`src/rtl/i2c_strap_pkg.sv`:
```
`timescale 1ns/1ps
package i2c_strap_pkg;

  // Bus events found on the synchronized lines
  typedef struct packed {
    logic sclRise;
    logic sclFall;
    logic startEvt;
    logic stopEvt;
  } busEvt_t;

  // Strobes from control to datapath
  typedef struct packed {
    logic clrCnt;
    logic shiftIn;
    logic countBit;
    logic shiftOut;
    logic loadTx;
    logic emitRx;
  } dpCmd_t;

  typedef enum logic [3:0] {
    S_IDLE,
    S_ADDR,
    S_ACK_WAIT,
    S_ACK_DRIVE,
    S_WRITE,
    S_READ,
    S_MACK,
    S_RD_NEXT,
    S_HOLD
  } state_t;

endpackage

```
`src/rtl/i2c_strap_dp.sv`:
```
`timescale 1ns/1ps
module i2c_strap_dp
  import i2c_strap_pkg::*;
#(
  parameter int SYNC_STAGES = 2,
  parameter int ADDR_W = 7,
  parameter int STRAP_W = 2,
  parameter logic [ADDR_W-STRAP_W-1:0] ADDR_HIGH = 'b00111
) (
  input  logic               clk,
  input  logic               rst_n,
  input  logic               sclIn,
  input  logic               sdaIn,
  input  logic [STRAP_W-1:0] addrStrap,
  input  dpCmd_t             cmd,
  input  logic [ADDR_W:0]    txData,
  output busEvt_t            evt,
  output logic               sclQ,
  output logic               sdaQ,
  output logic               cntLast,
  output logic               cntFull,
  output logic               addrHit,
  output logic               rwBit,
  output logic               nextOut,
  output logic               loadMsb,
  output logic [ADDR_W:0]    rxData,
  output logic               rxValid,
  output logic               txLoad
);
  localparam int BYTE_W = ADDR_W + 1;
  localparam int CNT_W  = $clog2(BYTE_W + 1);

  logic [SYNC_STAGES-1:0] sclPipe, sdaPipe;
  logic sclPrev, sdaPrev;
  logic [BYTE_W-1:0] shreg, nextByte;
  logic [CNT_W-1:0] bitCnt;

  // Synchronizer chains, idle level high
  always_ff @(posedge clk or negedge rst_n) begin
    if (!rst_n) begin
      sclPipe <= '1;
      sdaPipe <= '1;
      sclPrev <= 1'b1;
      sdaPrev <= 1'b1;
    end else begin
      sclPipe[0] <= sclIn;
      sdaPipe[0] <= sdaIn;
      for (int i = 1; i < SYNC_STAGES; i++) begin
        sclPipe[i] <= sclPipe[i-1];
        sdaPipe[i] <= sdaPipe[i-1];
      end
      sclPrev <= sclPipe[SYNC_STAGES-1];
      sdaPrev <= sdaPipe[SYNC_STAGES-1];
    end
  end

  assign sclQ = sclPipe[SYNC_STAGES-1];
  assign sdaQ = sdaPipe[SYNC_STAGES-1];

  always_comb begin
    evt.sclRise  = sclQ & ~sclPrev;
    evt.sclFall  = ~sclQ & sclPrev;
    evt.startEvt = sclQ & sclPrev & sdaPrev & ~sdaQ;
    evt.stopEvt  = sclQ & sclPrev & ~sdaPrev & sdaQ;
  end

  assign nextByte = {shreg[BYTE_W-2:0], sdaQ};
  assign addrHit  = (nextByte[BYTE_W-1:1] == {ADDR_HIGH, addrStrap});
  assign rwBit    = nextByte[0];
  assign nextOut  = shreg[BYTE_W-2];
  assign loadMsb  = txData[BYTE_W-1];
  assign cntLast  = (bitCnt == CNT_W'(BYTE_W - 1));
  assign cntFull  = (bitCnt == CNT_W'(BYTE_W));
  assign rxData   = shreg;

  always_ff @(posedge clk or negedge rst_n) begin
    if (!rst_n) begin
      shreg   <= '0;
      bitCnt  <= '0;
      rxValid <= 1'b0;
      txLoad  <= 1'b0;
    end else begin
      if (cmd.loadTx)        shreg <= txData;
      else if (cmd.shiftIn)  shreg <= nextByte;
      else if (cmd.shiftOut) shreg <= {shreg[BYTE_W-2:0], 1'b0};

      if (cmd.clrCnt)                        bitCnt <= '0;
      else if (cmd.shiftIn || cmd.countBit)  bitCnt <= bitCnt + 1'b1;

      rxValid <= cmd.emitRx;
      txLoad  <= cmd.loadTx;
    end
  end
endmodule

```
`src/rtl/i2c_strap_ctrl.sv`:
```
`timescale 1ns/1ps
module i2c_strap_ctrl
  import i2c_strap_pkg::*;
(
  input  logic    clk,
  input  logic    rst_n,
  input  busEvt_t evt,
  input  logic    sdaQ,
  input  logic    cntLast,
  input  logic    cntFull,
  input  logic    addrHit,
  input  logic    rwBit,
  input  logic    nextOut,
  input  logic    loadMsb,
  output dpCmd_t  cmd,
  output logic    sdaDriveLow
);
  state_t state, nState;
  logic isRead, nIsRead, nDrive;

  always_comb begin
    nState  = state;
    nIsRead = isRead;
    nDrive  = sdaDriveLow;
    cmd     = '0;
    if (evt.stopEvt) begin
      nState = S_IDLE;
      nDrive = 1'b0;
    end else if (evt.startEvt) begin
      if (state == S_IDLE) begin
        nState     = S_ADDR;
        cmd.clrCnt = 1'b1;
      end else begin
        nState = S_HOLD;   // repeated START: wait for STOP
        nDrive = 1'b0;
      end
    end else begin
      unique case (state)
        S_ADDR: if (evt.sclRise) begin
          cmd.shiftIn = 1'b1;
          if (cntLast) begin
            if (addrHit) begin
              nIsRead = rwBit;
              nState  = S_ACK_WAIT;
            end else begin
              nState = S_HOLD;
            end
          end
        end
        S_ACK_WAIT: if (evt.sclFall) begin
          nDrive = 1'b1;
          nState = S_ACK_DRIVE;
        end
        S_ACK_DRIVE: if (evt.sclFall) begin
          cmd.clrCnt = 1'b1;
          if (isRead) begin
            cmd.loadTx = 1'b1;
            nDrive     = ~loadMsb;
            nState     = S_READ;
          end else begin
            nDrive = 1'b0;
            nState = S_WRITE;
          end
        end
        S_WRITE: if (evt.sclRise) begin
          cmd.shiftIn = 1'b1;
          if (cntLast) begin
            cmd.emitRx = 1'b1;
            nState     = S_ACK_WAIT;
          end
        end
        S_READ: begin
          if (evt.sclRise) cmd.countBit = 1'b1;
          if (evt.sclFall) begin
            if (cntFull) begin
              nDrive = 1'b0;
              nState = S_MACK;
            end else begin
              cmd.shiftOut = 1'b1;
              nDrive       = ~nextOut;
            end
          end
        end
        S_MACK: if (evt.sclRise) begin
          nState = sdaQ ? S_HOLD : S_RD_NEXT;
        end
        S_RD_NEXT: if (evt.sclFall) begin
          cmd.clrCnt = 1'b1;
          cmd.loadTx = 1'b1;
          nDrive     = ~loadMsb;
          nState     = S_READ;
        end
        default: ;
      endcase
    end
  end

  always_ff @(posedge clk or negedge rst_n) begin
    if (!rst_n) begin
      state       <= S_IDLE;
      isRead      <= 1'b0;
      sdaDriveLow <= 1'b0;
    end else begin
      state       <= nState;
      isRead      <= nIsRead;
      sdaDriveLow <= nDrive;
    end
  end
endmodule

```
`src/rtl/i2c_strap_slave.sv`:
```
`timescale 1ns/1ps
module i2c_strap_slave
  import i2c_strap_pkg::*;
#(
  parameter int SYNC_STAGES = 2,
  parameter int ADDR_W = 7,
  parameter int STRAP_W = 2,
  parameter logic [ADDR_W-STRAP_W-1:0] ADDR_HIGH = 'b00111
) (
  input  logic               clk,
  input  logic               rst_n,
  input  logic               sclIn,
  input  logic               sdaIn,
  input  logic [STRAP_W-1:0] addrStrap,
  input  logic [ADDR_W:0]    txData,
  output logic               sdaDriveLow,
  output logic [ADDR_W:0]    rxData,
  output logic               rxValid,
  output logic               txLoad
);
  busEvt_t evt;
  dpCmd_t  cmd;
  logic sclQ, sdaQ, cntLast, cntFull, addrHit, rwBit, nextOut, loadMsb;
  logic startEvt, stopEvt;

  assign startEvt = evt.startEvt;
  assign stopEvt  = evt.stopEvt;

  i2c_strap_dp #(
    .SYNC_STAGES(SYNC_STAGES), .ADDR_W(ADDR_W),
    .STRAP_W(STRAP_W), .ADDR_HIGH(ADDR_HIGH)
  ) u_dp (
    .clk(clk), .rst_n(rst_n), .sclIn(sclIn), .sdaIn(sdaIn),
    .addrStrap(addrStrap), .cmd(cmd), .txData(txData), .evt(evt),
    .sclQ(sclQ), .sdaQ(sdaQ), .cntLast(cntLast), .cntFull(cntFull),
    .addrHit(addrHit), .rwBit(rwBit), .nextOut(nextOut), .loadMsb(loadMsb),
    .rxData(rxData), .rxValid(rxValid), .txLoad(txLoad)
  );

  i2c_strap_ctrl u_ctrl (
    .clk(clk), .rst_n(rst_n), .evt(evt), .sdaQ(sdaQ),
    .cntLast(cntLast), .cntFull(cntFull), .addrHit(addrHit),
    .rwBit(rwBit), .nextOut(nextOut), .loadMsb(loadMsb),
    .cmd(cmd), .sdaDriveLow(sdaDriveLow)
  );
endmodule

```
`config.mk`:
```
export PLATFORM = sky130hd
export DESIGN_NAME = i2c_strap_slave
export DESIGN_NICKNAME = d
export VERILOG_FILES = /design/src/rtl/i2c_strap_pkg.sv /design/src/rtl/i2c_strap_dp.sv /design/src/rtl/i2c_strap_ctrl.sv /design/src/rtl/i2c_strap_slave.sv
export SDC_FILE = /design/constraint.sdc
export NUM_CORES = 1
export LEC_CHECK = 0
export ABC_CLOCK_PERIOD_IN_PS = 3200
export BUFFER_PORTS_ARGS = -buffer_cell sky130_fd_sc_hd__clkbuf_2
export CAP_MARGIN = 20
export CORE_ASPECT_RATIO = 1.5
export CORE_UTILIZATION = 55
export CTS_CLUSTER_DIAMETER = 200
export DETAILED_ROUTE_END_ITERATION = 6
export GPL_TIMING_DRIVEN = 0
export PLACE_DENSITY_LB_ADDON = 0.3
export SLEW_MARGIN = 20
export SYNTH_ARGS = -nofsm -noshare
export SYNTH_HDL_FRONTEND = slang
export SYNTH_SLANG_ARGS = --single-unit
```
`constraint.sdc`:
```
create_clock -name clk -period 3.2 [get_ports clk]
set_input_delay 0.32 -clock clk [delete_from_list [all_inputs] [get_ports clk]]
set_output_delay 0.32 -clock clk [all_outputs]
set_load 0.005 [all_outputs]
```
After elaboration in Yosys (flattened, before gate mapping)
Cells that the tools add are included.
- register bits after elaboration: 26
- latch bits: 0
- bits in writable memories: 0
- bits in read-only memories: 0
- input port bits: 14
- output and inout port bits: 11
- word-level logic and storage cells: 108
- memories kept: 0
- $add $sub $neg: 1
- multiply operators: 0
- div/mod/pow operators: 0
- order comparisons: 0
- equal/unequal tests: 21
- shift-type cells: 0
- muxes and demuxes: 49
- bitwise logic cells: 15
- reductions and logical operators: 11
- operator list (cell ; count):
    4-bit 2-to-1 mux ; 17
    4-bit != test, second input constant ; 10
    4-bit one-hot mux with 7 select lines ; 1
    8-bit 2-to-1 mux ; 3
    1-bit 2-to-1 mux ; 23
    4-bit by 3-bit == test with 1-bit output, second input constant ; 5
    6-bit AND reduction ; 2
    11-bit AND reduction ; 1
    9-bit nonzero test ; 1
    4-bit by 2-bit == test with 1-bit output, second input constant ; 2
    1-bit NOT ; 8
    1-bit bitwise AND ; 7
    7-bit by 5-bit == test with 1-bit output ; 1
    6-bit 2-to-1 mux ; 1
    6-bit nonzero test ; 1
    5-bit 2-to-1 mux ; 1
    4-bit by 1-bit adder with 4-bit output, second input constant ; 1
    4-bit by 1-bit == test with 1-bit output, second input constant ; 1
    4-bit == test, second input constant ; 1
    4-bit logical NOT ; 1
    1-bit one-hot mux with 4 select lines ; 1
    2-bit OR reduction ; 2
    3-bit != test, second input constant ; 1
    3-bit nonzero test ; 1
    other kinds (4) ; 4

Depth between registers and ports, before layout
Gate-level depths: netlist of run 1.
- word-level depth: 9
- gate-level depth with buffers: 7
- gate-level depth less buffers: 7

By module
A second synthesis of run 1 with hierarchy kept.
- cell total of the unflattened synthesis: 155
- area total of the unflattened synthesis: 1461.4 um^2
- modules (own cells, without submodules) (module ; times used ; cells each ; area each (um^2) ; sequential area each (um^2)):
    i2c_strap_dp ; 1 ; 80 ; 880.8 ; 508.0
    i2c_strap_ctrl ; 1 ; 75 ; 580.6 ; 150.1

Least setup slack after synthesis of run 1
OpenSTA, ideal clock, no wires.
- path type: reg-to-reg
- from: register u_dp.sclPipe[1]
- to: register u_ctrl.isRead
- library setup time: 0.125 ns
- arrival time: 1.704 ns
- setup slack: 1.372 ns
- stages on the path, launching flop included: 5
- cell sequence: dfstp_2 or2b_1 nor3b_2 nor4b_1 mux2_2
- word-level cells in the longest chain between the ends: 5
- ends and longest elaborated chain (item ; line ; text):
    start: declaration ; i2c_strap_dp.sv:33 ; logic [SYNC_STAGES-1:0] sclPipe, sdaPipe;
    start signal: indexed assignment ; i2c_strap_dp.sv:49 ; sclPipe[i] <= sclPipe[i-1];
    1-bit bitwise AND ; i2c_strap_dp.sv:63, i2c_strap_dp.sv:64 ;
    1-bit bitwise AND (on tied branches) (2 in a row) ; i2c_strap_dp.sv:64, i2c_strap_dp.sv:63 ;
    1-bit NOT (no line) ; - ;
    6-bit AND reduction (no line) (*) ; - ;
    end signal: assignment ; i2c_strap_ctrl.sv:105 ; isRead <= nIsRead;
    end: declaration ; i2c_strap_ctrl.sv:19 ; logic isRead, nIsRead, nDrive;
Every way passes the cells marked *; elsewhere a longest branch is shown, timed or not.
A chain may end at the register's enable or synchronous reset.

==> out/results.md, run 1 <==
| Item | Reported | Unit |
|:---|:---|:---|
| Final weighted congestion of routability-driven global placement | 0.849 | - |
| Primary FF master, synth | sky130_fd_sc_hd__dfrtp_1 | - |
| Insertion delay of the later-clocked pin in the worst-skew pair | 0.27 | ns |
| Port Buffer Count | 24 | - |
| Headroom to the max-slew limit | 58.0 | % |
| Synth warn | 0 | - |
| Share of the clock period used by the worst path | 65.6 | % |
| Clock Path Buffers | 2 | - |
| Post-CTS Resized | 0 | - |
| Count of inserted antenna diode cells | 0 | - |
| Min-Delay Path Class | input pin to asynchronous set/reset pin | - |
| Post-synth cell types | 53 | - |
| Number of detailed-route iterations in the first pass | 4 | - |
| Vias in the first global route | 1234 | - |
| Netlist area before placement | 1540 | um2 |
| Horizontal extent of the die | 45.2 | um |
| P per Cell Area | 463 | nW/um2 |
| Ranking of synthesized cells by instance count | sky130_fd_sc_hd__dfrtp_1 (20), sky130_fd_sc_hd__nor2_1 (10), sky130_fd_sc_hd__mux2_1 (9), sky130_fd_sc_hd__nand2_1 (9), sky130_fd_sc_hd__mux2_2 (7) | - |
| TritonCTS clock tree | done | - |
| Crit path top cell by count | sky130_fd_sc_hd__mux2_1 | - |
| Post-placement cell area | 1710 | um2 |
| Initial antenna violation count | 0 | - |
| Sum of routed wire length over all layers | 3330 | um |
| Wire per inst | 15.8 | um |
| Master of the slowest instance on the critical path | sky130_fd_sc_hd__dfrtp_1 | - |
| Overflow left after global routing | 0 | - |
| Maximum clock frequency | 0.476 | GHz |
| Critical Path Max Stage Delay | 0.43 | ns |
| Die outline area | 3020 | um2 |
| Sequence of cells on the critical path | nor2b_1 -> nand3b_1 -> nor3b_1 -> buf_2 -> mux2_1 -> mux2_1 | - |
| Share of synthesized area occupied by flip-flops and latches | 42.7 | % |
| Buffers & Inverters on Critical Path | 1 | - |
| Via count of the routed design | 1232 | - |
| Worst Tran Pin Value | 0.629 | ns |
| Status | finished, final reports clean | - |
| Proportion of netlist area held by the largest area contributor | 32.5 | % |
| Library cell occupying the most area in the post-synthesis netlist | sky130_fd_sc_hd__dfrtp_1 | - |
| Mean number of vias per cell | 5.84 | - |
| Number of primary I/O pins | 25 | - |
| Growth of design area from synthesis to finish | 14.4 | % |
| Standby leakage power | 0.797 | nW |
| Synthesized flop and latch total | 26 | - |
| Data arrival time of the worst path | 2.26 | ns |
| Startpoint kind of the worst setup timing path | flip-flop | - |
| Gr usage total | 25.2 | % |
| Number of hold-repair buffers added at the cts stage | 0 | - |
| Clk slew on worst S/H paths | 0.09 | ns |
| Maximum number of pins on one net before global-route repair | 27 | - |
| H-Tree Level Count | 1 | - |
| RSZ-0062 raised after global routing | false | - |
| CTS Sinks | 26 | - |
| Net count of the mapped netlist | 162 | - |
| Filler Cells Inserted | 220 | - |
| First-pass GRT wire length | 5530 | um |
| CP endpoint kind | flip-flop | - |
| Standard cell core area | 2680 | um2 |
| Number of buffers created by CTS | 3 | - |
| Crit Path Max Fanout | 9 | - |
| Peak VDD IR | 0.000295 | V |
| Max-slew violation count | 0 | - |
| EDFF count, synth | 0 | - |
| DP Wirelength | 2410 | um |
| Post-detailed-route DRC marker count | 0 | - |
| Cell types occupying the most area after synthesis | sky130_fd_sc_hd__dfrtp_1 (32%), sky130_fd_sc_hd__dfstp_2 (10%), sky130_fd_sc_hd__mux2_1 (6.6%), sky130_fd_sc_hd__mux2_2 (5.1%), sky130_fd_sc_hd__xnor2_1 (2.8%) | - |
| Setup Viol. Count Final | 0 | - |
| Share of synthesized flip-flops with an asynchronous set or reset | 100 | % |
| Number of nets in the final layout | 191 | - |
| Vertical die dimension | 66.8 | um |
| Final instance area | 1760 | um2 |
| Count leader, synth | sky130_fd_sc_hd__dfrtp_1 | - |
| Post-route ant nets | 0 | - |
| Hold Violations, Final | 0 | - |
| Number of post-CTS setup repair buffers | 0 | - |
| Gate family responsible for the most delay along the worst path | simple AND/OR/NAND/NOR gates | - |
| Critical setup path kind | flip-flop to flip-flop | - |
| Number of placement rows | 23 | - |
| Iteration-0 DRC count of the detailed router | 39 | - |
| Share of post-route cells with drive strength above 1 | 31.0 | % |
| Max-cap violations | 0 | - |
| Setup skew after layout | 0.00481 | ns |
| Starting density of the core | 57.6 | % |
| Register area | 658 | um2 |
| Req. time, crit path | 3.36 | ns |
| CTS Root Cell | sky130_fd_sc_hd__clkbuf_8 | - |
| Cell count after synthesis | 146 | - |
| Average footprint of a synthesized cell | 10.5 | um2 |
| Area used by multi-input combinational logic | 825 | um2 |
| Setup TNS | 0 | ns |
| Final min period | 2.10 | ns |
==> path summary, 6_finish.rpt <==
path / startpoint / end / slack, ns / depth (start not counted)
min in group clk: sdaIn / u_dp.sdaPipe[0]$_DFF_PN1_ / 0.12 / 1
setup / recovery: u_ctrl.state[1]$_DFFE_PN0P_ / u_dp.rxData[3]$_DFFE_PN0P_ / 1.10 / 6
setup reg to reg: u_ctrl.state[1]$_DFFE_PN0P_ / u_dp.rxData[3]$_DFFE_PN0P_ / 1.10 / 6
hold reg to reg: u_dp.sclPipe[0]$_DFF_PN1_ / u_dp.sclPipe[1]$_DFF_PN1_ / 0.36 / 0
max in group asynchronous: rst_n / u_dp.rxData[3]$_DFFE_PN0P_ / 2.74 / 1
hold / removal: rst_n / u_ctrl.state[3]$_DFFE_PN0P_ / 0.05 / 1
==> cells in the final DEF, fill, tap and decap left out, types with 2 or more instances in the layout <==
master                      Yosys  routed
sky130_fd_sc_hd__nand4_1        2       2
sky130_fd_sc_hd__clkbuf_8       0       4
sky130_fd_sc_hd__nor2_1        10      10
sky130_fd_sc_hd__a31oi_1        2       2
sky130_fd_sc_hd__buf_2          4       4
sky130_fd_sc_hd__nand2_1        9       9
sky130_fd_sc_hd__nand3_1        4       4
sky130_fd_sc_hd__dfstp_2        6       6
sky130_fd_sc_hd__xnor2_1        5       5
sky130_fd_sc_hd__mux2_2         7       7
sky130_fd_sc_hd__ha_1           2       2
sky130_fd_sc_hd__xor2_1         2       2
sky130_fd_sc_hd__mux2i_1        2       2
sky130_fd_sc_hd__o21ai_0        4       4
sky130_fd_sc_hd__inv_1          5       5
sky130_fd_sc_hd__a21oi_1        3       3
sky130_fd_sc_hd__nor3_1         2       2
sky130_fd_sc_hd__a22oi_1        3       3
sky130_fd_sc_hd__dfrtp_1       20      20
sky130_fd_sc_hd__nand2b_1       2       2
sky130_fd_sc_hd__mux2_1         9       9
sky130_fd_sc_hd__a21o_1         2       2
sky130_fd_sc_hd__o2111ai_1      2       2
sky130_fd_sc_hd__nand3b_1       3       3
sky130_fd_sc_hd__nor2b_1        6       6
sky130_fd_sc_hd__clkbuf_2       0      24
sky130_fd_sc_hd__clkbuf_1       2       2
==> cell type report <==
class	instances	area share [%]
Sequential cell	26	37.4
Tap cell	37	2.63
Inverter	5	1.07
Multi-Input combinational cell	107	46.8
Buffer	8	2.20
Clock buffer	4	3.12
Timing Repair Buffer	24	6.82
==> worst reg2reg max path, cell delays in order (launching register included) <==
cell,delay (ns)
sky130_fd_sc_hd__dfrtp_1,0.43
sky130_fd_sc_hd__nor2b_1,0.31
sky130_fd_sc_hd__nand3b_1,0.18
sky130_fd_sc_hd__nor3b_1,0.21
sky130_fd_sc_hd__buf_2,0.25
sky130_fd_sc_hd__mux2_1,0.33
sky130_fd_sc_hd__mux2_1,0.28
==> per-layer routing <==
layer	up-vias	part of all wire [%]	global-route usage [%]
met4	0	1.7	11.0
li1	581	-	-
met1	598	39	28.7
met5	-	0	0
met2	46	55	44.6
met3	7	3.9	3.79
==> registers in the layout, indices dropped and copies added (netlist names) <==
| register | cells |
|---|---|
| u_dp.txLoad | 1 |
| u_ctrl.state | 4 |
| u_ctrl.isRead | 1 |
| u_dp.sclPrev | 1 |
| u_dp.sclPipe | 2 |
| u_dp.bitCnt | 4 |
| u_ctrl.sdaDriveLow | 1 |
| u_dp.sdaPipe | 2 |
| u_dp.rxData | 8 |
| u_dp.sdaPrev | 1 |
| u_dp.rxValid | 1 |
==> power breakdown <==
group | switching [W] | internal [W]
Combinational | 0.0000965 | 0.0000912
Clock | 0.000104 | 0.000110
Sequential | 0.0000416 | 0.000372
==> stage by stage <==
step / hold slack (ns) / instances / power [W] / setup WS (ns) / util (%)
2_1_floorplan: 0.0244 / 146 / 0.000536 / 1.37 / -
3_3_place_gp: 0.347 / 207 / 0.000592 / 1.19 / 63.8
3_5_place_dp: 0.348 / 207 / 0.000607 / 1.15 / 63.8
4_1_cts: 0.0773 / 211 / 0.000819 / 1.12 / 65.8
5_1_grt: 0.101 / 211 / 0.000864 / 0.925 / 65.8
6_report: 0.0460 / 211 / 0.000815 / 1.10 / 65.8
==> logic make-up after synthesis <==
kind of cell / count (synthesis) / share of synthesized area, %
AOI/OAI and AO/OA: 29 / 14.7
xor gates and xnor gates: 7 / 3.98
adders and majority gates: 2 / 1.62
buffers and inverters: 13 / 3.74
DFF: 26 / 42.7
muxes: 18 / 13.0
and+or+nand+nor: 51 / 20.2
Power figures use the tool's default switching activity.
==> run 2, diff against run 1 <==
Settings changed: ABC_CLOCK_PERIOD_IN_PS 3200 to 1700, CORE_UTILIZATION 55 to 50.
Clock period 3.2 ns to 1.7 ns, I/O delays scaled along.
==> out/results.md, run 2 (same netlist as run 1, synthesis figures left out) <==
| Item | Reported | Unit | vs previous |
|:---|:---|:---|:---|
| Switching part of the total | 29.7 | % | about the same |
| Standard cell core area | 2910 | um2 | was 2680 um2 |
| Setup skew after layout | 0.00576 | ns | was 0.00481 ns |
| H-Tree Level Count | 1 | - | unchanged |
| Gr usage total | 24.1 | % | was 25.2% |
| Portion of total power attributed to the clock network | 23.9 | % | was 26.3% |
| Clock Path Buffers | 2 | - | unchanged |
| Vertical die dimension | 70.0 | um | was 66.8 um |
| Req. time, crit path | 1.86 | ns | was 3.36 ns |
| Share of the clock period used by the worst path | 113 | % | was 65.6% |
| Number of nets in the final layout | 216 | - | was 191 |
| Failing checks | negative setup slack | - |  |
| Mean number of vias per cell | 5.79 | - | was 5.84 |
| Final min period | 1.92 | ns | was 2.10 ns |
| Clk slew on worst S/H paths | 0.09 | ns | about the same |
| Int Pwr | 0.00117 | W | was 0.000573 W |
| Standby leakage power | 0.977 | nW | was 0.797 nW |
| Vias in the first global route | 1292 | - | was 1234 |
| Commonest non-fill, non-tap cell in the layout | sky130_fd_sc_hd__clkbuf_2 | - | unchanged |
| TritonCTS clock tree | done | - | unchanged |
| Maximum clock frequency | 0.521 | GHz | was 0.476 GHz |
| Hold Violations, Final | 0 | - | unchanged |
| CTS Sinks | 26 | - | unchanged |
| Horizontal extent of the die | 47.3 | um | was 45.2 um |
| Setup slack of the worst register-to-register path | -0.22 | ns | was 1.10 ns |
| Insertion delay of the later-clocked pin in the worst-skew pair | 0.27 | ns | about the same |
| Commonest non-fill, non-tap cells in the layout | sky130_fd_sc_hd__clkbuf_2 (25), sky130_fd_sc_hd__buf_4 (22), sky130_fd_sc_hd__dfrtp_1 (18) | - | was sky130_fd_sc_hd__clkbuf_2 (24), sky130_fd_sc_hd__dfrtp_1 (20), sky130_fd_sc_hd__nor2_1 (10) |
| Min-Delay Path Class | input pin to flip-flop | - | was input pin to asynchronous set/reset pin |
| Crit Path Max Fanout | 8 | - | was 9 |
| Post-Place Setup Slack | -0.322 | ns | was 1.15 ns |
| Setup Viol. Count Final | 16 | - | was 0 |
| Data arrival time of the worst path | 2.08 | ns | was 2.26 ns |
| Die outline area | 3310 | um2 | was 3020 um2 |
| DP Wirelength | 2390 | um | was 2410 um |
| Number of detailed-route iterations in the first pass | 4 | - | unchanged |
| Number of buffers created by CTS | 3 | - | unchanged |
| Starting density of the core | 52.9 | % | was 57.6% |
| Critical setup path kind | flip-flop to flip-flop | - | unchanged |
| Final WS setup | -0.219 | ns | was 1.10 ns |
| Via count of the routed design | 1377 | - | was 1232 |
| Switching component of the power | 0.000493 | W | was 0.000242 W |
| Headroom to the max-slew limit | 56.9 | % | was 58.0% |
| Maximum number of pins on one net before global-route repair | 27 | - | unchanged |
| Endpoint of the worst hold-timing path | u_dp.rxData[0]$_DFFE_PN0P_ | - |  |
| Number of cells on the worst reg-to-reg path | 8 | - | was 6 |
| RSZ-0062 raised after global routing | true | - | was false |
| P per Cell Area | 766 | nW/um2 | was 463 nW/um2 |
| First-pass GRT wire length | 5950 | um | was 5530 um |
| Sum of routed wire length over all layers | 4070 | um | was 3330 um |
| Post-route ant nets | 0 | - | unchanged |
| Fraction of power consumed by combinational cells | 28.3 | % | was 23.0% |
| Final weighted congestion of routability-driven global placement | 0.820 | - | was 0.849 |
| Count of inserted antenna diode cells | 0 | - | unchanged |
| Iteration-0 DRC count of the detailed router | 47 | - | was 39 |
| End of the worst register-to-register path | u_dp.rxData[6]$_DFFE_PN0P_ | - | was u_dp.rxData[3]$_DFFE_PN0P_ |
| Hold path startpoint | txData[0] | - |  |
| Wire per inst | 17.1 | um | was 15.8 um |
| Initial antenna violation count | 0 | - | unchanged |
| Tightest hold margin | 0.223 | ns | was 0.0460 ns |
| Startpoint kind of the worst setup timing path | flip-flop | - | unchanged |
| Reg2reg start | u_dp.bitCnt[1]$_DFFE_PN0P_ | - | was u_ctrl.state[1]$_DFFE_PN0P_ |
| Max-cap violations | 0 | - | unchanged |
| Largest register FFs | 8 | - | unchanged |
| Max-slew violation count | 0 | - | unchanged |
| CTS Root Cell | sky130_fd_sc_hd__clkbuf_8 | - | unchanged |
| Status | finished, violations left | - | was finished, final reports clean |
| Growth of design area from synthesis to finish | 40.9 | % | was 14.4% |
| CP endpoint kind | flip-flop | - | unchanged |
| Post-detailed-route DRC marker count | 0 | - | unchanged |
| Number of placement rows | 24 | - | was 23 |
| Number of primary I/O pins | 25 | - | unchanged |
| Peak VDD IR | 0.000808 | V | was 0.000295 V |
| Worst setup startpoint | u_dp.bitCnt[1]$_DFFE_PN0P_ | - | was u_ctrl.state[1]$_DFFE_PN0P_ |
| Port Buffer Count | 24 | - | unchanged |
| Worst Tran Pin Value | 0.646 | ns | was 0.629 ns |
| Fraction of power consumed by sequential logic | 47.7 | % | was 50.7% |
| Share of post-route cells with drive strength above 1 | 53.3 | % | was 31.0% |
| Overflow left after global routing | 0 | - | unchanged |
| Cell depth of the worst hold path | 3 | - |  |
[run 2: cell types whose count changed in the layout (fill, tap and decap cells not counted), sizes merged]
cell	change
dlygate4sd3	+3
buf	+22
[run 2: critical path: stages (launching register included)]
cell and delay (ns):
sky130_fd_sc_hd__dfrtp_1 0.42, sky130_fd_sc_hd__inv_1 0.07, sky130_fd_sc_hd__ha_2 0.18, sky130_fd_sc_hd__nand2_1 0.06
sky130_fd_sc_hd__o211ai_1 0.30, sky130_fd_sc_hd__o21ai_2 0.11, sky130_fd_sc_hd__a21oi_4 0.18, sky130_fd_sc_hd__buf_12 0.15
sky130_fd_sc_hd__mux2_2 0.33
[run 2: through the flow]
stage / TNS, ns / util (%) / cell area [um2] / cells / total power, W
after detailed placement: -3.66 / 59.1 / 1720 / 209 / 0.00114
after global routing: -3.74 / 74.5 / 2170 / 238 / 0.00174
after global placement: -3.10 / 59.1 / 1720 / 209 / 0.00112
after floorplan: -0.644 / - / 1550 / 146 / 0.00101
final: -2.50 / 74.5 / 2170 / 238 / 0.00166
after CTS: -2.02 / 67.3 / 1960 / 229 / 0.00158
[run 2: layout make-up]
| cell class | instances | area, um2 |
|---|---|---|
| fillers | 197 | 743 |
| flip-flops and latches | 26 | 661 |
| inverters | 5 | 18.8 |
| multi-input cells | 107 | 992 |
| well taps | 39 | 48.8 |
| clock buffers | 4 | 55.1 |
| repair buffers | 50 | 343 |
| plain buffers | 7 | 51.3 |
[run 2: worst max-delay path by stage]
stage                                  end  slack (ns)
5_1_grt         u_dp.rxData[4]$_DFFE_PN0P_       -0.29
6_report        u_dp.rxData[6]$_DFFE_PN0P_       -0.22
3_3_place_gp   u_ctrl.state[3]$_DFFE_PN0P_       -0.32
4_1_cts         u_dp.rxData[7]$_DFFE_PN0P_       -0.19
2_1_floorplan  u_ctrl.state[3]$_DFFE_PN0P_       -0.12
3_5_place_dp   u_ctrl.state[3]$_DFFE_PN0P_       -0.32
[run 2: per-layer routing]
| layer | up-vias | part of all wire, % | GRT usage [%] |
|---|---|---|---|
| met1 | 688 | 38 | 30.7 |
| li1 | 633 | - | - |
| met4 | 0 | 0.86 | 6.03 |
| met2 | 50 | 57 | 41.4 |
| met5 | - | 0 | 0 |
| met3 | 6 | 4.2 | 2.58 |
[run 2: power by group through the flow]
stage | clock network, W | registers [W] | logic (W)
5_1_grt | 0.000423 | 0.000805 | 0.000507
4_1_cts | 0.000406 | 0.000772 | 0.000407
2_1_floorplan | 0 | 0.000774 | 0.000235
3_3_place_gp | 0 | 0.000782 | 0.000336
3_5_place_dp | 0 | 0.000788 | 0.000353
6_report | 0.000398 | 0.000793 | 0.000471
[run 2: repair_timing]
item	4_1_cts	5_1_grt
setup endpoints to repair	18	18
pin swaps	6	9
resized for setup	13	36
setup buffers	13	11
hold buffers	3	0
endpoints found under the hold margin	22	0
cloned	0	1
